## src/rtl/sysctl_pkg.sv

```systemverilog
package sysctl_pkg;
  localparam int WORD_W = 32;
  localparam int MODE_W = 6;
  localparam int NDBG   = 4;

  // control register numbers decoded by the move path
  localparam logic [4:0] REG_DCTL  = 5'd7;
  localparam logic [4:0] REG_STAT  = 5'd12;
  localparam logic [4:0] REG_CAUSE = 5'd13;
  localparam logic [4:0] REG_RET   = 5'd14;

  // field positions
  localparam int ST_USER = 1;
  localparam int ST_BEV  = 22;
  localparam int ST_CU0  = 28;
  localparam int CA_BD   = 31;
  localparam int CA_CODE = 2;

  localparam logic [4:0] CODE_UNUSABLE = 5'd11;

  typedef enum logic [1:0] {
    OP_MOVE_TO   = 2'd0,
    OP_MOVE_FROM = 2'd1,
    OP_RETURN    = 2'd2,
    OP_NONE      = 2'd3
  } cop_op_e;

  typedef struct packed {
    logic       takeExc;
    logic [4:0] code;
    logic       doMtc;
    logic       doMfc;
    logic       doRfe;
  } ctl_strobe_t;

  function automatic logic [4:0] dbgIdx(input int i);
    case (i)
      0:       dbgIdx = 5'd3;
      1:       dbgIdx = 5'd5;
      2:       dbgIdx = 5'd9;
      default: dbgIdx = 5'd11;
    endcase
  endfunction
endpackage

```

## src/rtl/sysctl_ctrl.sv

```systemverilog
module sysctl_ctrl
  import sysctl_pkg::*;
(
  input  logic        clk,
  input  logic        rst_n,
  input  logic        excReq,
  input  logic [4:0]  excCode,
  input  logic        copValid,
  input  logic [1:0]  copUnit,
  input  logic [1:0]  copOp,
  input  logic        userMode,
  input  logic        cu0Ok,
  output ctl_strobe_t stb
);
  logic isCop;
  logic denied;
  logic allowed;

  always_comb begin
    isCop   = copValid && (copOp != OP_NONE);
    denied  = isCop && ((copUnit != 2'd0) || (userMode && !cu0Ok));
    allowed = isCop && !denied && !excReq;
    stb.takeExc = excReq || denied;
    stb.code    = excReq ? excCode : CODE_UNUSABLE;
    stb.doMtc   = allowed && (copOp == OP_MOVE_TO);
    stb.doMfc   = allowed && (copOp == OP_MOVE_FROM);
    stb.doRfe   = allowed && (copOp == OP_RETURN);
  end


  exc_priority_chk: assert property (@(posedge clk) disable iff (!rst_n)
    excReq |-> (!stb.doMtc && !stb.doMfc && !stb.doRfe && stb.code == excCode));


  cu0_deny_chk: assert property (@(posedge clk) disable iff (!rst_n)
    (copValid && copOp != OP_NONE && copUnit == 2'd0 && userMode && !cu0Ok && !excReq)
      |-> (stb.takeExc && stb.code == CODE_UNUSABLE));


  other_unit_chk: assert property (@(posedge clk) disable iff (!rst_n)
    (copValid && copUnit != 2'd0) |-> (!stb.doMtc && !stb.doMfc && !stb.doRfe));


  strobe_excl_chk: assert property (@(posedge clk) disable iff (!rst_n)
    $onehot0({stb.takeExc, stb.doMtc, stb.doMfc, stb.doRfe}));
endmodule

```

## src/rtl/sysctl_regs.sv

```systemverilog
module sysctl_regs
  import sysctl_pkg::*;
#(
  parameter logic [WORD_W-1:0] STAT_WMASK  = 32'hF27F_FF3F,
  parameter logic [WORD_W-1:0] CAUSE_WMASK = 32'h0000_0300,
  parameter logic [WORD_W-1:0] DCTL_WMASK  = 32'hFF80_F03F,
  parameter logic [WORD_W-1:0] VEC_BOOT    = 32'hBFC0_0180,
  parameter logic [WORD_W-1:0] VEC_MAIN    = 32'h8000_0080
) (
  input  logic              clk,
  input  logic              rst_n,
  input  ctl_strobe_t       stb,
  input  logic [WORD_W-1:0] instPc,
  input  logic              instInSlot,
  input  logic [4:0]        copReg,
  input  logic [4:0]        copRt,
  input  logic [WORD_W-1:0] copWrData,
  output logic              userMode,
  output logic              cu0Ok,
  output logic              flushPipe,
  output logic [WORD_W-1:0] vectorPc,
  output logic              ldValid,
  output logic [4:0]        ldReg,
  output logic [WORD_W-1:0] ldData
);
  logic [WORD_W-1:0] statQ, causeQ, retQ, dctlQ;
  logic [WORD_W-1:0] dbgQ [NDBG];
  logic [WORD_W-1:0] rdVal;

  assign userMode = statQ[ST_USER];
  assign cu0Ok    = statQ[ST_CU0];

  always_comb begin
    rdVal = '0;
    case (copReg)
      REG_STAT:  rdVal = statQ;
      REG_CAUSE: rdVal = causeQ;
      REG_RET:   rdVal = retQ;
      REG_DCTL:  rdVal = dctlQ;
      default:   rdVal = '0;
    endcase
    for (int i = 0; i < NDBG; i++)
      if (copReg == dbgIdx(i)) rdVal = dbgQ[i];
  end

  always_ff @(posedge clk) begin
    if (!rst_n) begin
      statQ     <= '0;
      causeQ    <= '0;
      retQ      <= '0;
      dctlQ     <= '0;
      flushPipe <= 1'b0;
      vectorPc  <= '0;
      ldValid   <= 1'b0;
      ldReg     <= '0;
      ldData    <= '0;
    end else begin
      flushPipe <= stb.takeExc;
      ldValid   <= stb.doMfc;
      if (stb.takeExc) begin
        retQ                        <= instInSlot ? (instPc - 32'd4) : instPc;
        causeQ[CA_CODE+4:CA_CODE]   <= stb.code;
        causeQ[CA_BD]               <= instInSlot;
        statQ[MODE_W-1:0]           <= {statQ[MODE_W-3:0], 2'b00};
        vectorPc                    <= statQ[ST_BEV] ? VEC_BOOT : VEC_MAIN;
      end
      if (stb.doMtc) begin
        case (copReg)
          REG_STAT:  statQ  <= (statQ  & ~STAT_WMASK)  | (copWrData & STAT_WMASK);
          REG_CAUSE: causeQ <= (causeQ & ~CAUSE_WMASK) | (copWrData & CAUSE_WMASK);
          REG_DCTL:  dctlQ  <= (dctlQ  & ~DCTL_WMASK)  | (copWrData & DCTL_WMASK);
          default: ;
        endcase
      end
      if (stb.doRfe)
        statQ[MODE_W-1:0] <= {statQ[MODE_W-1:MODE_W-2], statQ[MODE_W-1:2]};
      if (stb.doMfc) begin
        ldReg  <= copRt;
        ldData <= rdVal;
      end
    end
  end

  for (genvar g = 0; g < NDBG; g++) begin : g_dbg
    always_ff @(posedge clk) begin
      if (!rst_n)
        dbgQ[g] <= '0;
      else if (stb.doMtc && copReg == dbgIdx(g))
        dbgQ[g] <= copWrData;
    end
  end


  mode_push_chk: assert property (@(posedge clk) disable iff (!rst_n)
    stb.takeExc |=> (statQ[5:2] == $past(statQ[3:0]) && statQ[1:0] == 2'b00
                     && statQ[31:6] == $past(statQ[31:6])));


  mode_pop_chk: assert property (@(posedge clk) disable iff (!rst_n)
    stb.doRfe |=> (statQ[5:4] == $past(statQ[5:4]) && statQ[3:0] == $past(statQ[5:2])));


  ret_slot_chk: assert property (@(posedge clk) disable iff (!rst_n)
    (stb.takeExc && instInSlot) |=> (retQ + 32'd4 == $past(instPc)));


  ret_hold_chk: assert property (@(posedge clk) disable iff (!rst_n)
    !stb.takeExc |=> $stable(retQ));


  flush_load_excl_chk: assert property (@(posedge clk) disable iff (!rst_n)
    !(flushPipe && ldValid));


  ld_source_chk: assert property (@(posedge clk) disable iff (!rst_n)
    $rose(ldValid) |-> $past(stb.doMfc));


  flush_vec_chk: assert property (@(posedge clk) disable iff (!rst_n)
    flushPipe |-> (vectorPc == VEC_BOOT || vectorPc == VEC_MAIN));
endmodule

```

## src/rtl/sysctl_unit.sv

```systemverilog
module sysctl_unit
  import sysctl_pkg::*;
#(
  parameter logic [31:0] STAT_WMASK  = 32'hF27F_FF3F,
  parameter logic [31:0] CAUSE_WMASK = 32'h0000_0300,
  parameter logic [31:0] DCTL_WMASK  = 32'hFF80_F03F
) (
  input  logic        clk,
  input  logic        rst_n,
  input  logic        excReq,
  input  logic [4:0]  excCode,
  input  logic [31:0] instPc,
  input  logic        instInSlot,
  input  logic        copValid,
  input  logic [1:0]  copUnit,
  input  logic [1:0]  copOp,
  input  logic [4:0]  copReg,
  input  logic [4:0]  copRt,
  input  logic [31:0] copWrData,
  output logic        flushPipe,
  output logic [31:0] vectorPc,
  output logic        ldValid,
  output logic [4:0]  ldReg,
  output logic [31:0] ldData
);
  ctl_strobe_t stb;
  logic        userMode;
  logic        cu0Ok;

  sysctl_ctrl u_ctrl (
    .clk      (clk),
    .rst_n    (rst_n),
    .excReq   (excReq),
    .excCode  (excCode),
    .copValid (copValid),
    .copUnit  (copUnit),
    .copOp    (copOp),
    .userMode (userMode),
    .cu0Ok    (cu0Ok),
    .stb      (stb)
  );

  sysctl_regs #(
    .STAT_WMASK  (STAT_WMASK),
    .CAUSE_WMASK (CAUSE_WMASK),
    .DCTL_WMASK  (DCTL_WMASK)
  ) u_regs (
    .clk        (clk),
    .rst_n      (rst_n),
    .stb        (stb),
    .instPc     (instPc),
    .instInSlot (instInSlot),
    .copReg     (copReg),
    .copRt      (copRt),
    .copWrData  (copWrData),
    .userMode   (userMode),
    .cu0Ok      (cu0Ok),
    .flushPipe  (flushPipe),
    .vectorPc   (vectorPc),
    .ldValid    (ldValid),
    .ldReg      (ldReg),
    .ldData     (ldData)
  );
endmodule

```

## config.mk

```make
export PLATFORM = sky130hd
export DESIGN_NAME = sysctl_unit
export DESIGN_NICKNAME = d
export VERILOG_FILES = /design/src/rtl/sysctl_pkg.sv /design/src/rtl/sysctl_ctrl.sv /design/src/rtl/sysctl_regs.sv /design/src/rtl/sysctl_unit.sv
export SDC_FILE = /design/constraint.sdc
export NUM_CORES = 1
export LEC_CHECK = 0
export BUFFER_PORTS_ARGS = -buffer_cell sky130_fd_sc_hd__buf_4
export CORE_UTILIZATION = 58
export DETAILED_ROUTE_END_ITERATION = 16
export GPL_TIMING_DRIVEN = 0
export PLACE_DENSITY_LB_ADDON = 0.05
export SLEW_MARGIN = 20
export SYNTH_ARGS = -nofsm -noshare
export SYNTH_HDL_FRONTEND = slang
export SYNTH_HIERARCHICAL = 1
export SYNTH_SLANG_ARGS = --single-unit
export TNS_END_PERCENT = 100
```

## constraint.sdc

```tcl
create_clock -name clk -period 4.95 [get_ports clk]
set_clock_uncertainty 0.05 [all_clocks]
set_input_delay 0.2475 -clock clk [delete_from_list [all_inputs] [get_ports clk]]
set_output_delay 0.2475 -clock clk [all_outputs]
set_load 0.1 [all_outputs]
```

==> summary.txt, run 1 <==
Hold path
  – Hold path endpoint: u_regs/retQ[9]
  – Hold WC Path Type: input pin to flop
  – Worst hold path startpoint: instPc[9]
  – WHS Path Cells: 3

Worst setup path
  – Setup crit start kind: flop
  – Buf/Inv on CP: 1
  – Worst-path cell chain: o2111ai_4, nor3_1, nand2_1, nor4_2, clkbuf_1, and2_1
  – WP data arrival: 3.93 ns
  – Worst r2r dst: u_regs/dbgQ[0][30]
  – CP max FO: 10
  – Top Family by Delay on Critical Path: simple AND/OR/NAND/NOR gates
  – Crit path kind: flop to flop
  – R2R Path Start: u_regs/statQ[28]
  – Reg2Reg Depth: 6
  – Crit end category: flop
  – Crit path largest cell delay: roughly 0.79 ns
  – Worst reg-to-reg setup slack: 1.37 ns
  – CP max stage cell: nor3_1
  – WP data required: 5.30 ns

Drt
  – Final WL: 39000 um
  – First-pass DRT Iterations: 8
  – Via count: 10500
  – Routed Antenna Nets: 0
  – DR iter-0 viols: approximately 1100
  – Vias/cell: 6.02
  – DRC: 0
  – Drt wl/cell: 22.3 um

STA
  – Hold Violations, Final: 0
  – Min setup slack post-route: 1.37 ns
  – Min cycle time layout: 3.58 ns
  – RSZ-0062 raised after global routing: false
  – Period utilization: 72.3%
  – Fmax: 279 MHz
  – Slew headroom: 32.9%
  – Worst-Margin Slew: 0.998 ns
  – Total negative setup slack: 0 ns
  – Final setup viols: 0
  – Max-slew violation count: 0

Synthesis
  – Main combinational cell family by area after synthesis: simple AND/OR/NAND/NOR gates
  – Yosys cell types: 68
  – Xor/xnor cell area share of the yosys netlist: 2.12%
  – Avg Cell Area, Syn: around 9.8 um2
  – Count leader, synth: and2_1
  – Top cell type by total area after synthesis: edfxtp_1
  – Async SR Flop Fraction: 0%
  – Post-synth EDFFs: 128
  – Complex-gate fraction of the synthesized area: 15.1%
  – Mux share of post-synthesis cell area: under 10%
  – Top post-synthesis cells by count: 132 x and2_1, 128 x edfxtp_1, 126 x dfxtp_1, 125 x nor2_1, 99 x nand2_1
  – Post-Syn Area: approximately 0.012 mm2
  – YS warnings: 6
  – Register area share after synthesis: 53.2%
  – Yosys top cell area share: 32.1%
  – Ys flop type: edfxtp_1
  – Synthesized flop and latch total: 254
  – Post-synthesis instance total: 1216
  – Adder-cell share of the synthesized area: less than 1%
  – Simple-Gate Fraction of Synth Area: 21.3%
  – Top post-synthesis cells by area: edfxtp_1 32%, dfxtp_1 21%, and2_1 6.9%

Global route
  – Grt ovf: 0
  – First-pass GRT wire length: 58100 um
  – GRT Util Overall: 36.5%
  – Initial antenna violation count: 0
  – Vias in the first global route: 10200
  – Pin count of the biggest net entering global routing: 22

Power and ir drop
  – Int Pwr: 3700 uW
  – NetSw: 1170 uW
  – Max VDD drop: roughly 0.00031 V
  – Clk pwr share: 42.6%
  – Sw Share: 24.0%
  – Sequential share of power: 47.0%
  – Power density over the cells: 324 mW/mm2
  – Static leakage: approximately 0.0059 uW
  – Logic pwr share: 10.4%

Clock network
  – Resized Gates After CTS: 0
  – Hold buffers post-CTS: 57
  – CTS buffer count: 26
  – Clk sinks: ~250
  – Clock root buffer: clkbuf_16
  – Setup bufs post-CTS: 0
  – Clock Latency Late Sink: 0.54 ns
  – CTS tree: built
  – H-tree levels: 1
  – CTS clk-pin slew, worst paths: around 0.06 ns
  – Clock buffer depth: 3

Cells and area
  – Ratio of cells with drive above 1 in the final layout: 17.2%
  – Area Overhead vs Synth: 25.7%
  – # diodes: 0
  – Final net count: 1549

Placement
  – Input/output buffers: 135
  – Pre-CTS setup slack: 1.24 ns
  – Post-DP HPWL: roughly 27000 um
  – Routability Congestion: 0.973

Floorplan
  – IO Pins: 159
  – Initial Utilization: slightly below 60%
  – Chip Width: 146 um
  – Die area: 0.0212 mm2
  – Core area: 0.0202 mm2
  – Row count: 52
  – Die height: 146 um

Job
  – Max-cap violation count: 0

Outcome
  – Status: finished clean
final cells by class:
cell class	count	area (um2)
tap	270	338
timing repair buffer	196	1690
fill	1514	5200
sequential	254	6370
clock inverter	8	91.3
inverter	24	90.1
multi-input combinational	841	5040
buffer	117	581
clock buffer	40	838
tightest hold or removal path, delay by kind of cell:
family | cells | cell delay, ns
AOI/OAI and AO/OA | 1 | 0.13
buffers and inverters | 1 | 0.10
xor gates and xnor gates | 1 | 0.07
metal layers:
layer | vias up | share of wire (%) | track usage (%)
met5 | - | 0 | 0
met4 | 0 | 5.3 | 18.2
met2 | 628 | 46 | 59.8
li1 | 4775 | - | -
met3 | 122 | 11 | 6.93
met1 | 5011 | 38 | 46.7
per-stage QoR:
stage | power [uW] | hold slack [ns] | util, % | area, um2 | cells
after floorplan | 2600 | 0.333 | - | 12000 | 1236
after global placement | 2780 | 0.389 | 66.2 | 13400 | 1641
after detailed placement | 2790 | 0.385 | 66.9 | 13500 | 1645
after CTS | 4870 | 0.000775 | 74.3 | 15000 | 1750
after global routing | 5000 | 0.00677 | 74.3 | 15000 | 1750
final | 4870 | 0.00407 | 74.3 | 15000 | 1750
power by group through the flow:
stage / Clock [uW] / Sequential [uW] / Combinational [uW]
final: 2080 / 2290 / 506
after global routing: 2170 / 2290 / 530
after CTS: 2080 / 2290 / 495
after detailed placement: 0 / 2330 / 457
after global placement: 0 / 2340 / 440
after floorplan: 0 / 2350 / 251
placed cells by master (no fill, tap or decap), types with 4 or more instances in the layout:
master / netlist / layout
nor2_1: 125 / 125
o21ai_1: 10 / 8
conb_1: 1 / 21
xnor2_1: 13 / 13
clkbuf_16: 0 / 30
o2111ai_1: 4 / 4
nor3b_1: 8 / 8
edfxtp_1: 128 / 128
clkbuf_8: 0 / 5
a2bb2oi_1: 8 / 8
a211oi_1: 14 / 14
nor4_1: 7 / 6
a21oi_1: 94 / 94
nor3_1: 28 / 28
buf_1: 4 / 4
xor2_1: 16 / 16
and2_1: 132 / 132
o22ai_1: 27 / 27
mux2i_1: 28 / 28
a221oi_1: 18 / 18
nor2b_1: 8 / 8
nand2b_1: 13 / 13
o21ai_0: 37 / 36
a22o_1: 15 / 15
dlygate4sd3_1: 0 / 57
o31ai_1: 5 / 5
o21a_1: 14 / 14
nand4_1: 18 / 18
nand3_1: 12 / 12
buf_4: 30 / 165
dfxtp_1: 126 / 126
buf_2: 23 / 23
inv_1: 20 / 20
nand2_1: 99 / 98
a22oi_1: 13 / 13
clkbuf_1: 60 / 65
worst max path at each step:
stage | start | endpoint | slack [ns] | cells past startpoint
after floorplan | copReg[4] | u_regs/dbgQ[3][0] | 1.03 | 5
after global placement | copReg[4] | u_regs/dbgQ[3][26] | -1.45 | 5
after detailed placement | u_regs/statQ[28] | u_regs/dbgQ[0][22] | 1.24 | 6
after CTS | u_regs/statQ[28] | u_regs/dbgQ[0][22] | 1.22 | 6
after global routing | u_regs/statQ[28] | u_regs/dbgQ[0][25] | 1.38 | 6
final | u_regs/statQ[28] | u_regs/dbgQ[0][30] | 1.37 | 6
kinds of logic after synthesis:
| family | Yosys count |
|---|---|
| buffers and inverters | 141 |
| and+or+nand+nor | 482 |
| AOI/OAI and AO/OA | 279 |
| other | 1 |
| muxes | 29 |
| DFF | 254 |
| xor gates and xnor gates | 29 |
| adders and majority gates | 1 |
registers in the layout, summed over array words and instances (netlist names), 2 cells and up:
name and flops:
u_regs/dbgQ 128, u_regs/ldData 32, u_regs/retQ 32, u_regs/statQ 26
u_regs/dctlQ 19, u_regs/causeQ 8, u_regs/ldReg 5, u_regs/vectorPc 2
(Power assumes the default switching activity.)
==> inputs of run 2 (changes only) <==
--- a/config.mk
+++ b/config.mk
@@ -6,7 +6,7 @@
 export NUM_CORES = 1
 export LEC_CHECK = 0
 export BUFFER_PORTS_ARGS = -buffer_cell sky130_fd_sc_hd__buf_4
-export CORE_UTILIZATION = 58
+export CORE_UTILIZATION = 52
 export DETAILED_ROUTE_END_ITERATION = 16
 export GPL_TIMING_DRIVEN = 0
 export PLACE_DENSITY_LB_ADDON = 0.05
==> constraint.sdc (replaced) <==
create_clock -name clk -period 3.05 [get_ports clk]
set_clock_uncertainty 0.05 [all_clocks]
set_input_delay 0.1525 -clock clk [delete_from_list [all_inputs] [get_ports clk]]
set_output_delay 0.1525 -clock clk [all_outputs]
set_load 0.1 [all_outputs]
==> summary.txt, run 2 (synthesis results as in run 1) <==
Cells and area
  – Area of the multi-input gates: 0.00505 mm2 (was 0.00504 mm2)
  – Area Overhead vs Synth: 28.8% (was 25.7%)
  – Ratio of cells with drive above 1 in the final layout: 17.2% (about the same)
  – Most common cell after layout, fill and taps aside: buf_4 (unchanged)
  – Largest regs: u_regs/dbgQ (128), u_regs/ldData (32), u_regs/retQ (32) (unchanged)
  – Reg with most FFs: u_regs/dbgQ (unchanged)
  – Filler instances: 1860 (was 1514)
  – Max reg flops: 128 (unchanged)
  – Commonest cells after routing, fill and taps aside: 165 x buf_4, 132 x and2_1, 128 x edfxtp_1 (unchanged)
  – Final net count: 1586 (was 1549)
  – Register area: 0.00637 mm2 (unchanged)
  – # diodes: 0 (unchanged)

Drt
  – DR iter-0 viols: 1012 (was 1052)
  – Top Layer Used: met4 (unchanged)
  – First-pass DRT Iterations: 7 (was 8)
  – Met2 routed WL: 18800 um (was 18000 um)
  – Vias/cell: 5.84 (was 6.02)
  – Routed Antenna Nets: 0 (unchanged)
  – DRC: 0 (unchanged)
  – M1 wire length: 16100 um (was 14700 um)
  – Routed wl met3: 3420 um (was 4210 um)
  – Final WL: 40000 um (was 39000 um)
  – Drt wl/cell: 22.2 um (was 22.3 um)
  – Via count: 10500 (about the same)

Clock network
  – H-tree levels: 1 (unchanged)
  – Clock Latency Late Sink: 0.55 ns (was 0.54 ns)
  – CTS clk-pin slew, worst paths: 0.06 ns (about the same)
  – Clk sinks: 254 (unchanged)
  – Clock buffer depth: 3 (unchanged)
  – CTS tree: built (unchanged)
  – CTS buffer count: 27 (was 26)
  – Clock root buffer: clkbuf_16 (unchanged)
  – Setup bufs post-CTS: 0 (unchanged)

STA
  – Min cycle time layout: 2.91 ns (was 3.58 ns)
  – Total negative setup slack: 0 ns (unchanged)
  – Max-slew violation count: 0 (unchanged)
  – Fmax: 344 MHz (was 279 MHz)
  – RSZ-0062 raised after global routing: false (unchanged)
  – Hold Violations, Final: 0 (unchanged)
  – Worst hold slack: 0.0519 ns (was 0.00407 ns)
  – Period utilization: 95.3% (was 72.3%)
  – Worst-Margin Slew: 0.987 ns (was 0.998 ns)
  – Slew headroom: 34.2% (was 32.9%)
  – Final setup viols: 0 (unchanged)

Power and ir drop
  – Static leakage: 0.00605 uW (was 0.00590 uW)
  – Power density over the cells: 508 mW/mm2 (was 324 mW/mm2)
  – Clk pwr share: 41.5% (was 42.6%)
  – Sw Share: 24.9% (was 24.0%)
  – NetSw: 1950 uW (was 1170 uW)
  – Max VDD drop: 0.000535 V (was 0.000314 V)
  – Logic pwr share: 11.0% (was 10.4%)
  – Sequential share of power: 47.5% (was 47.0%)
  – Int Pwr: 5880 uW (was 3700 uW)

Placement
  – Routability Congestion: 0.978 (was 0.973)
  – Post-DP HPWL: 28400 um (was 27000 um)
  – Input/output buffers: 135 (unchanged)

Worst setup path
  – CP max FO: 10 (unchanged)
  – CP max stage cell: nor4_2 (was nor3_1)
  – Crit end category: flop (unchanged)
  – Setup crit start kind: flop (unchanged)
  – Crit path largest cell delay: 0.58 ns (was 0.79 ns)
  – WP data required: 3.41 ns (was 5.30 ns)
  – WP data arrival: 3.26 ns (was 3.93 ns)
  – Worst-path cell chain: o2111ai_4, nor3_4, nand2_1, nor4_2, clkbuf_1, and2_1 (was o2111ai_4, nor3_1, nand2_1, nor4_2, clkbuf_1, and2_1)
  – Crit path kind: flop to flop (unchanged)

Global route
  – GRT Util Overall: 33.8% (was 36.5%)
  – Grt ovf: 0 (unchanged)
  – Initial antenna violation count: 0 (unchanged)
  – Pin count of the biggest net entering global routing: 28 (was 22)
  – First-pass GRT wire length: 59700 um (was 58100 um)
  – Vias in the first global route: 10100 (was 10200)

Floorplan
  – Chip Width: 154 um (was 146 um)
  – IO Pins: 159 (unchanged)
  – Core area: 0.0226 mm2 (was 0.0202 mm2)
  – Initial Utilization: 53.0% (was 59.1%)
  – Row count: 55 (was 52)
  – Die height: 154 um (was 146 um)
  – Die area: 0.0236 mm2 (was 0.0212 mm2)

Hold path
  – Hold WC Path Type: input pin to flop (unchanged)

Job
  – Max-cap violation count: 0 (unchanged)

Outcome
  – Status: finished clean (unchanged)
[run 2: metal layers]
metal	track usage [%]	vias up
met5	0	-
met4	14.0	0
met3	3.86	101
met2	56.6	530
met1	44.7	5052
li1	-	4855
[run 2: worst max-delay path: cells and delay by family (launching register included)]
kind / cells / cell delay, ns
flops: 1 / 0.49
simple gates: 4 / 1.52
buf+inv: 1 / 0.52
compound gates: 1 / 0.19
[run 2: layout make-up]
type | count | area share [%]
Tap cell | 285 | 2.31
Buffer | 117 | 3.78
Multi-Input combinational cell | 841 | 32.8
Sequential cell | 254 | 41.3
Clock inverter | 7 | 0.268
Inverter | 24 | 0.585
Timing Repair Buffer | 232 | 13.4
Clock buffer | 43 | 5.50
[run 2: path summary, 6_finish.rpt]
kind	startpoint	endpoint	slack, ns	cells past startpoint
hold reg to reg	u_regs/ldData[7]	u_regs/ldData[7]	0.40	2
setup reg to reg	u_regs/statQ[28]	u_regs/dbgQ[0][11]	0.14	6
hold / removal	copOp[1]	u_regs/statQ[2]	0.05	4
setup / recovery	u_regs/statQ[28]	u_regs/dbgQ[0][11]	0.14	6
[run 2: power groups by stage]
stage | Sequential, uW | Combinational [uW] | Clock (uW)
after floorplan | 3820 | 407 | 0
after global placement | 3800 | 719 | 0
after detailed placement | 3790 | 750 | 0
after CTS | 3720 | 846 | 3280
after global routing | 3730 | 906 | 3400
final | 3720 | 862 | 3250
[run 2: per-stage QoR]
step	total power, uW	instance area (um2)	worst slack (ns)	util, %	std cells
2_1_floorplan	4220	12000	0.0679	-	1236
3_3_place_gp	4520	13400	-1.92	59.4	1656
3_5_place_dp	4540	13600	-0.586	60.2	1662
4_1_cts	7850	15400	0.0667	68.2	1803
5_1_grt	8030	15400	0.0500	68.3	1803
6_report	7830	15400	0.143	68.3	1803
[run 2: what timing repair did]
| action | 4_1_cts | 5_1_grt |
|---|---|---|
| hold endpoints to repair | 214 | 0 |
| endpoints found under the setup margin | 162 | 64 |
| resized for setup | 2 | 5 |
| hold buffers | 91 | 0 |
